**config.mk**
```make
export PLATFORM = sky130hd
export DESIGN_NAME = gpio_mport_ctrl
export DESIGN_NICKNAME = d
export VERILOG_FILES = /design/src/rtl/gpio_mport_pkg.sv /design/src/rtl/gpio_sync.sv /design/src/rtl/gpio_setclr.sv /design/src/rtl/gpio_std_port.sv /design/src/rtl/gpio_mport_ctrl.sv
export SDC_FILE = /design/constraint.sdc
export NUM_CORES = 1
export LEC_CHECK = 0
export ABC_AREA = 1
export BUFFER_PORTS_ARGS = -buffer_cell sky130_fd_sc_hd__buf_2
export CAP_MARGIN = 20
export CORE_ASPECT_RATIO = 0.8
export CORE_MARGIN = 2
export CORE_UTILIZATION = 35
export DETAILED_ROUTE_END_ITERATION = 10
export PLACE_DENSITY = 0.62
export SETUP_SLACK_MARGIN = 0.4
export SYNTH_ARGS = -nofsm -noshare
export SYNTH_HDL_FRONTEND = slang
export SYNTH_SLANG_ARGS = --single-unit
```
**constraint.sdc**
```tcl
create_clock -name clk_i -period 2.54 [get_ports clk_i]
set_clock_uncertainty 0.05 [all_clocks]
set_input_delay 0 -clock clk_i [delete_from_list [all_inputs] [get_ports clk_i]]
set_output_delay 0 -clock clk_i [all_outputs]
set_load 0.05 [all_outputs]
```
**src/rtl/gpio_mport_pkg.sv**
```systemverilog
package gpio_mport_pkg;
  localparam int unsigned AW = 8;

  localparam logic [AW-1:0] OFS_P3_INP  = 8'h00;
  localparam logic [AW-1:0] OFS_P3_OSET = 8'h04;
  localparam logic [AW-1:0] OFS_P3_OCLR = 8'h08;
  localparam logic [AW-1:0] OFS_P3_OST  = 8'h0C;
  localparam logic [AW-1:0] OFS_P2_DSET = 8'h10;
  localparam logic [AW-1:0] OFS_P2_DCLR = 8'h14;
  localparam logic [AW-1:0] OFS_P2_DST  = 8'h18;
  localparam logic [AW-1:0] OFS_P2_INP  = 8'h1C;
  localparam logic [AW-1:0] OFS_P2_OSET = 8'h20;
  localparam logic [AW-1:0] OFS_P2_OCLR = 8'h24;
  localparam logic [AW-1:0] OFS_P2_MSET = 8'h28;
  localparam logic [AW-1:0] OFS_P2_MCLR = 8'h2C;
  localparam logic [AW-1:0] OFS_P2_MST  = 8'h30;

  localparam logic [AW-1:0] P0_BASE = 8'h40;
  localparam logic [AW-1:0] P1_BASE = 8'h60;

  // offsets inside a standard port window
  localparam logic [AW-1:0] REL_INP  = 8'h00;
  localparam logic [AW-1:0] REL_OSET = 8'h04;
  localparam logic [AW-1:0] REL_OCLR = 8'h08;
  localparam logic [AW-1:0] REL_OST  = 8'h0C;
  localparam logic [AW-1:0] REL_DSET = 8'h10;
  localparam logic [AW-1:0] REL_DCLR = 8'h14;
  localparam logic [AW-1:0] REL_DST  = 8'h18;

  // mixed port layout
  localparam int unsigned P3_IO_W   = 6;
  localparam int unsigned P3_GPI_W  = 29;
  localparam int unsigned P3_GPO_W  = 24;
  localparam int unsigned P3_IO_LSB = 25;  // out/dir bit of bidir pin 0
  localparam int unsigned P3_RD_LSB = 10;  // input-state bit of bidir pin 0
  localparam int unsigned P3_RD_HI  = 24;  // input-state bit of bidir pin 5

  localparam logic [31:0] P3_IO_FIELD  = 32'h7E00_0000;
  localparam logic [31:0] P3_GPO_FIELD = 32'h00FF_FFFF;
  localparam logic [31:0] P3_GPI_FIELD = 32'h1EFF_83FF;
endpackage

```
**src/rtl/gpio_sync.sv**
```systemverilog
module gpio_sync #(
  parameter int unsigned W      = 8,
  parameter int unsigned STAGES = 2
) (
  input  logic         clk_i,
  input  logic         rst_ni,
  input  logic [W-1:0] d_i,
  output logic [W-1:0] q_o
);
  logic [W-1:0] stg_q [STAGES];

  always_ff @(posedge clk_i or negedge rst_ni) begin
    if (!rst_ni) begin
      for (int i = 0; i < STAGES; i++) stg_q[i] <= '0;
    end else begin
      stg_q[0] <= d_i;
      for (int i = 1; i < STAGES; i++) stg_q[i] <= stg_q[i-1];
    end
  end

  assign q_o = stg_q[STAGES-1];

  if (STAGES == 2) begin : g_chk
    logic [1:0] warm_q;
    always_ff @(posedge clk_i or negedge rst_ni) begin
      if (!rst_ni)              warm_q <= '0;
      else if (warm_q != 2'd2)  warm_q <= warm_q + 2'd1;
    end
    AST_SYNC_LATENCY: assert property (@(posedge clk_i) disable iff (!rst_ni)
      (warm_q == 2'd2) |-> (q_o == $past(d_i, 2)));
  end
endmodule

```
**src/rtl/gpio_setclr.sv**
```systemverilog
module gpio_setclr #(
  parameter int unsigned W = 8
) (
  input  logic         clk_i,
  input  logic         rst_ni,
  input  logic         set_i,
  input  logic         clr_i,
  input  logic [W-1:0] bits_i,
  output logic [W-1:0] q_o
);
  logic [W-1:0] q_q;

  always_ff @(posedge clk_i or negedge rst_ni) begin
    if (!rst_ni)    q_q <= '0;
    else if (set_i) q_q <= q_q | bits_i;
    else if (clr_i) q_q <= q_q & ~bits_i;
  end

  assign q_o = q_q;

  AST_SET_DRIVES_HIGH: assert property (@(posedge clk_i) disable iff (!rst_ni)
    set_i |=> ((q_o & $past(bits_i)) == $past(bits_i)));
  AST_SET_KEEPS_ZEROS: assert property (@(posedge clk_i) disable iff (!rst_ni)
    set_i |=> ((q_o & ~$past(bits_i)) == ($past(q_o) & ~$past(bits_i))));
  AST_CLR_DRIVES_LOW: assert property (@(posedge clk_i) disable iff (!rst_ni)
    (clr_i && !set_i) |=> ((q_o & $past(bits_i)) == '0));
  AST_CLR_KEEPS_ZEROS: assert property (@(posedge clk_i) disable iff (!rst_ni)
    (clr_i && !set_i) |=> ((q_o & ~$past(bits_i)) == ($past(q_o) & ~$past(bits_i))));
  AST_IDLE_HOLDS: assert property (@(posedge clk_i) disable iff (!rst_ni)
    (!set_i && !clr_i) |=> $stable(q_o));
endmodule

```
**src/rtl/gpio_std_port.sv**
```systemverilog
module gpio_std_port
  import gpio_mport_pkg::*;
#(
  parameter int unsigned   W       = 8,
  parameter int unsigned   STAGES  = 2,
  parameter logic [AW-1:0] BASE    = 8'h40
) (
  input  logic          clk_i,
  input  logic          rst_ni,
  input  logic          req_i,
  input  logic          we_i,
  input  logic [AW-1:0] addr_i,
  input  logic [W-1:0]  wdata_i,
  input  logic [W-1:0]  pad_i,
  output logic [W-1:0]  out_o,
  output logic [W-1:0]  oe_o,
  output logic          hit_o,
  output logic [31:0]   rdata_o
);
  logic [AW-1:0] rel;
  logic          in_win, wr;
  logic [W-1:0]  pad_q;

  assign rel    = addr_i - BASE;
  assign in_win = (addr_i >= BASE) && (rel <= REL_DST) && (addr_i[1:0] == 2'b00);
  assign hit_o  = in_win;
  assign wr     = req_i && we_i && in_win;

  gpio_sync #(.W(W), .STAGES(STAGES)) u_sync (
    .clk_i, .rst_ni, .d_i(pad_i), .q_o(pad_q)
  );

  gpio_setclr #(.W(W)) u_out (
    .clk_i, .rst_ni,
    .set_i (wr && rel == REL_OSET),
    .clr_i (wr && rel == REL_OCLR),
    .bits_i(wdata_i),
    .q_o   (out_o)
  );

  gpio_setclr #(.W(W)) u_dir (
    .clk_i, .rst_ni,
    .set_i (wr && rel == REL_DSET),
    .clr_i (wr && rel == REL_DCLR),
    .bits_i(wdata_i),
    .q_o   (oe_o)
  );

  always_comb begin
    rdata_o = '0;
    if (in_win) begin
      case (rel)
        REL_INP: rdata_o = 32'(pad_q);
        REL_OST: rdata_o = 32'(out_o);
        REL_DST: rdata_o = 32'(oe_o);
        default: rdata_o = '0;
      endcase
    end
  end

  AST_DIR_CLR_TO_INPUT: assert property (@(posedge clk_i) disable iff (!rst_ni)
    (wr && rel == REL_DCLR && wdata_i[0]) |=> !oe_o[0]);
  AST_DIR_SET_TO_OUTPUT: assert property (@(posedge clk_i) disable iff (!rst_ni)
    (wr && rel == REL_DSET && wdata_i[0]) |=> oe_o[0]);
endmodule

```
**src/rtl/gpio_mport_ctrl.sv**
```systemverilog
module gpio_mport_ctrl
  import gpio_mport_pkg::*;
#(
  parameter int unsigned P0_W        = 8,
  parameter int unsigned P1_W        = 24,
  parameter int unsigned P2_W        = 13,
  parameter int unsigned MUX_W       = 32,
  parameter int unsigned SYNC_STAGES = 2
) (
  input  logic                clk_i,
  input  logic                rst_ni,
  input  logic                req_i,
  input  logic                we_i,
  input  logic [AW-1:0]       addr_i,
  input  logic [31:0]         wdata_i,
  output logic [31:0]         rdata_o,
  input  logic [P0_W-1:0]     p0_in_i,
  output logic [P0_W-1:0]     p0_out_o,
  output logic [P0_W-1:0]     p0_oe_o,
  input  logic [P1_W-1:0]     p1_in_i,
  output logic [P1_W-1:0]     p1_out_o,
  output logic [P1_W-1:0]     p1_oe_o,
  input  logic [P2_W-1:0]     p2_in_i,
  output logic [P2_W-1:0]     p2_out_o,
  output logic [P2_W-1:0]     p2_oe_o,
  output logic [MUX_W-1:0]    p2_mux_o,
  input  logic [P3_IO_W-1:0]  p3_io_in_i,
  output logic [P3_IO_W-1:0]  p3_io_out_o,
  output logic [P3_IO_W-1:0]  p3_io_oe_o,
  input  logic [P3_GPI_W-1:0] p3_gpi_i,
  output logic [P3_GPO_W-1:0] p3_gpo_o
);
  localparam logic [31:0] P2_MASK     = 32'((64'd1 << P2_W) - 64'd1);
  localparam logic [31:0] P2_DIR_MASK = P2_MASK | P3_IO_FIELD;
  localparam logic [31:0] P3_OUT_MASK = P3_GPO_FIELD | P3_IO_FIELD;

  logic        wr;
  logic        p0_hit, p1_hit, mapped;
  logic [31:0] p0_rd, p1_rd, rd_mux;
  logic [31:0] p2_dir, p3_out, p3_raw, p3_in_q;
  logic [P2_W-1:0] p2_in_q;

  assign wr = req_i && we_i;

  gpio_std_port #(.W(P0_W), .STAGES(SYNC_STAGES), .BASE(P0_BASE)) u_p0 (
    .clk_i, .rst_ni, .req_i, .we_i, .addr_i,
    .wdata_i(wdata_i[P0_W-1:0]), .pad_i(p0_in_i),
    .out_o(p0_out_o), .oe_o(p0_oe_o), .hit_o(p0_hit), .rdata_o(p0_rd)
  );

  gpio_std_port #(.W(P1_W), .STAGES(SYNC_STAGES), .BASE(P1_BASE)) u_p1 (
    .clk_i, .rst_ni, .req_i, .we_i, .addr_i,
    .wdata_i(wdata_i[P1_W-1:0]), .pad_i(p1_in_i),
    .out_o(p1_out_o), .oe_o(p1_oe_o), .hit_o(p1_hit), .rdata_o(p1_rd)
  );

  // port 2 levels, port 2 + port 3 bidir directions, mux word
  gpio_setclr #(.W(P2_W)) u_p2_out (
    .clk_i, .rst_ni,
    .set_i (wr && addr_i == OFS_P2_OSET),
    .clr_i (wr && addr_i == OFS_P2_OCLR),
    .bits_i(wdata_i[P2_W-1:0]),
    .q_o   (p2_out_o)
  );

  gpio_setclr #(.W(32)) u_p2_dir (
    .clk_i, .rst_ni,
    .set_i (wr && addr_i == OFS_P2_DSET),
    .clr_i (wr && addr_i == OFS_P2_DCLR),
    .bits_i(wdata_i & P2_DIR_MASK),
    .q_o   (p2_dir)
  );

  gpio_setclr #(.W(MUX_W)) u_p2_mux (
    .clk_i, .rst_ni,
    .set_i (wr && addr_i == OFS_P2_MSET),
    .clr_i (wr && addr_i == OFS_P2_MCLR),
    .bits_i(wdata_i[MUX_W-1:0]),
    .q_o   (p2_mux_o)
  );

  // port 3 output word: output-only pins low, bidir levels high
  gpio_setclr #(.W(32)) u_p3_out (
    .clk_i, .rst_ni,
    .set_i (wr && addr_i == OFS_P3_OSET),
    .clr_i (wr && addr_i == OFS_P3_OCLR),
    .bits_i(wdata_i & P3_OUT_MASK),
    .q_o   (p3_out)
  );

  assign p2_oe_o     = p2_dir[P2_W-1:0];
  assign p3_io_oe_o  = p2_dir[P3_IO_LSB +: P3_IO_W];
  assign p3_io_out_o = p3_out[P3_IO_LSB +: P3_IO_W];
  assign p3_gpo_o    = p3_out[P3_GPO_W-1:0];

  // scatter mixed-port inputs into one word before synchronising
  always_comb begin
    p3_raw = 32'(p3_gpi_i) & P3_GPI_FIELD;
    for (int n = 0; n < P3_IO_W - 1; n++) p3_raw[P3_RD_LSB + n] = p3_io_in_i[n];
    p3_raw[P3_RD_HI] = p3_io_in_i[P3_IO_W-1];
  end

  gpio_sync #(.W(P2_W), .STAGES(SYNC_STAGES)) u_p2_sync (
    .clk_i, .rst_ni, .d_i(p2_in_i), .q_o(p2_in_q)
  );

  gpio_sync #(.W(32), .STAGES(SYNC_STAGES)) u_p3_sync (
    .clk_i, .rst_ni, .d_i(p3_raw), .q_o(p3_in_q)
  );

  always_comb begin
    rd_mux = p0_rd | p1_rd;
    mapped = p0_hit | p1_hit;
    case (addr_i)
      OFS_P3_INP: begin rd_mux = p3_in_q;           mapped = 1'b1; end
      OFS_P3_OST: begin rd_mux = p3_out;            mapped = 1'b1; end
      OFS_P2_DST: begin rd_mux = p2_dir;            mapped = 1'b1; end
      OFS_P2_INP: begin rd_mux = 32'(p2_in_q);      mapped = 1'b1; end
      OFS_P2_MST: begin rd_mux = 32'(p2_mux_o);     mapped = 1'b1; end
      OFS_P3_OSET, OFS_P3_OCLR, OFS_P2_DSET, OFS_P2_DCLR,
      OFS_P2_OSET, OFS_P2_OCLR, OFS_P2_MSET, OFS_P2_MCLR:
        mapped = 1'b1;
      default: ;
    endcase
  end

  always_ff @(posedge clk_i or negedge rst_ni) begin
    if (!rst_ni)              rdata_o <= '0;
    else if (req_i && !we_i)  rdata_o <= rd_mux;
  end

  AST_UNMAPPED_READS_ZERO: assert property (@(posedge clk_i) disable iff (!rst_ni)
    (req_i && !we_i && !mapped) |=> (rdata_o == '0));
  AST_RDATA_HELD: assert property (@(posedge clk_i) disable iff (!rst_ni)
    !(req_i && !we_i) |=> $stable(rdata_o));
  AST_P3_OE_FROM_P2_DIR: assert property (@(posedge clk_i) disable iff (!rst_ni)
    (wr && addr_i == OFS_P2_DSET && wdata_i[P3_IO_LSB]) |=> p3_io_oe_o[0]);
  AST_P3_LEVEL_SET: assert property (@(posedge clk_i) disable iff (!rst_ni)
    (wr && addr_i == OFS_P3_OSET && wdata_i[P3_IO_LSB + P3_IO_W - 1]) |=> p3_io_out_o[P3_IO_W-1]);
  AST_P3_GPO_CLR: assert property (@(posedge clk_i) disable iff (!rst_ni)
    (wr && addr_i == OFS_P3_OCLR && wdata_i[0]) |=> !p3_gpo_o[0]);
endmodule

```
==> flow_summary.ini <==
[outcome]
outcome = completed

[timing]
setup-violations-final = 0
finalHoldViolCount = 0
drv_slew = 0
final_cycle_share = 0.776
timing.max_slew.rel_slack = 0.506
maximum_frequency_from_static_timing_analysis_mhz = 508
slew_of_the_pin_with_the_lowest_slew_margin_ns = 0.740
final.min_clock_period_ns = 1.97
fin_setup_tns_ns = 0
rsz_0062_raised_after_global_routing = false

[cells_and_area]
fillerInstances = 3655
diodes = 0
final_nets = 2067
final-seq-area_um2 = 8460
finalInstanceArea_um2 = 18500
share_of_post_route_cells_with_drive_strength_above_1 = 0.242
layout.core_utilization = 0.474
combined_area_of_the_multi_input_logic_cells_um2 = 4340
layoutNonFillerInstCount = 2504
flow.area_growth_from_synthesis_pct = 34.3

[placement]
dp_hpwl_um = 32400
port-buffer-count = 307
placedCellCount = 2323
detailed_place.area_um2 = 16100
place.gp.congestion = 0.901

[global_route]
grt_start_max_net_pins = 77
antenna_found_initial = 2
grt_busiest_layer = met2
globalRouteMet2Util = 0.363
grt.met3_usage = 0.0636
met1_usage = 0.326
grt-ovfl-total = 0
grt_usage = 0.236
via_count_of_the_first_global_routing_pass = 11892
grt_pass1_wl_um = 72300

[route]
wirelength_um = 48400
drt-initial-drc-count = 1223
vias = 12158
antenna_violating_nets_post_route = 0
routedWlPerCell_um = 19.3
drc = 0
first_pass_iters = 5
via_density_per_instance = 4.86

[worst_hold_path]
worst_hold_startpoint = p3_gpi_i[8]
min_path_cells = 2
worstHoldEndpoint = u_p3_sync.stg_q[40]
hold_class = input pin to register

[synth]
synth_top_area_cell = dfrtp_1
largest_cells_by_area_after_synthesis = dfrtp_1 61%, nand2_1 12%, o21ai_0 6.7%
yosysWarningCount = 0
post-synth-top-count-cell = nand2_1
synth_area_per_cell_um2 = 9.19
synth-seq-cells = 338
syn-num-nets = 1628
synth_flop_cell = dfrtp_1
post_synth_instance_area_um2 = 13800
synth-seq-area-share = 0.613
synth_cells = 1501
synth-edff-count = 0
yosys.cell_types.count = 29
share_of_flip_flops_with_an_asynchronous_set_or_reset_after_synthesis = 1.00
post-synth-top-area-fraction = 0.613
synth_commonest_cells = 424 x nand2_1, 338 x dfrtp_1, 186 x o21ai_0

[setup_path]
timing.critical_path.fanout_max = 12
critical_path.reg2reg.endpoint = rdata_o[10]
critPathLaunch = addr_i[5]
crit_path_start_kind = input pin
rr_worst_depth = 5
critical-path-max-stage-delay_ns = 0.58
timing.critical_path.required_ns = 2.95
ff2ff_setup_slack_ns = 1.07
path_cells = buf_2, inv_2, ha_1, nand3_1, nor2_4, nand2_2, clkinv_2, nor2_1, a21oi_1, buf_4, nand3_1, dlygate4sd3_1, nand2_1
critical_path.top_delay_family = buffers and inverters
cp_num_buf_inv = 5
criticalPathCategory = input pin to register
crit_path_top_delay_cell = dlygate4sd3_1
worst_path_most_repeated_cell = nand3_1
critical_path.endpoint_type = register
critical_path_arrival_ns = 2.38

[floorplan]
row_count = 65
initial_utilization = 0.353
dieHeight_um = 182
io_pins = 314
die_w_um = 226
core_area_um2 = 39100
total_die_area_um2 = 41000

[power]
clkPwrFrac = 0.457
switching_share = 0.252
peakVddDrop_mv = 0.506
share_comb_of_total_power = 0.087
power-per-cell-area_nw_per_um2 = 673
power_report.internal_total_uw = 9330
power.leakage_uw = 0.00922
sequentialPowerShare = 0.456
power.net_switching_uw = 3150
finalPower_uw = 12500

[clocking]
clk_pin_slew_worst_paths_ns = 0.06
cts_inserted_buffers = 39
cts-root-to-sink-buffers = 3
clk_tree_root_cell = clkbuf_16
clk-insertion-delay-late_ns = 0.53
cts_sinks = 338
tritoncts = built
htree_num_levels = 2

[flow_run]
drv_cap = 0
[power by group through the flow]
stage          sequential (µW)  combinational [µW]  clock [µW]
6_report                  5690                1090        5710
5_1_grt                   5700                1170        6090
4_1_cts                   5690                1090        5820
3_5_place_dp              5780                 949           0
3_3_place_gp              5780                 933           0
2_1_floorplan             6040                 213           0
[final cells by class]
class	count	share of cell area
multi-input combinational	920	0.234
tap	536	0.0362
clock inverter	16	0.0101
timing repair buffer	463	0.167
inverter	178	0.0361
clock buffer	53	0.0604
sequential	338	0.456
[metal layers]
layer | up-vias | wire (µm)
met4 | 4 | 1430
met5 | - | 25
li1 | 5675 | -
met1 | 5842 | 21200
met3 | 103 | 4270
met2 | 534 | 21500
[logic make-up after synthesis]
group | synth area share
AOI/OAI and AO/OA | 0.108
adders and majority gates | 0.00272
buffers and inverters | 0.0746
DFF | 0.613
and+or+nand+nor | 0.201
[cell usage in the layout, fill, tap and decap left out, types with 2 or more instances in the layout]
cell and instances:
o211ai_1 16, nand3_4 5, nor3_1 3, clkbuf_8 7, nand3_1 128, o21ai_1 30, buf_2 306, clkbuf_1 6
inv_2 7, clkinv_2 7, nand4_1 8, nand3_2 2, clkbuf_16 40, buf_12 6, o21ai_2 20, buf_4 39
nor2_4 9, dlygate4sd3_1 110, nand2_2 5, clkinvlp_4 2, nor2_2 8, inv_6 4, a21oi_1 20, nor2_1 49
ha_1 3, bufinv_16 3, nand2_1 424, inv_1 169, o21ai_0 186, dfrtp_1 338
[worst max-delay path by stage]
stage,to,slack (ns),depth (start not counted)
2_1_floorplan,register,1.09,10
3_3_place_gp,register,0.53,11
3_5_place_dp,register,0.44,7
4_1_cts,rdata_o[10],0.50,13
5_1_grt,rdata_o[10],0.48,13
6_report,rdata_o[10],0.57,13
[stage by stage]
step	hold slack [ns]	worst slack (ns)
after floorplan	-0.346	1.09
after global placement	-0.0865	0.527
after detailed placement	-0.0822	0.438
after CTS	0.0266	0.499
after global routing	0.0379	0.482
final	0.0505	0.570
[timing repair]
item | CTS | global route
hold buffers | 111 | 0
setup buffers | 0 | 1
gates resized for setup | 0 | 1
endpoints found under the setup margin | 0 | 1
endpoints found under the hold margin | 555 | 0
Power figures use the tool's default switching activity.
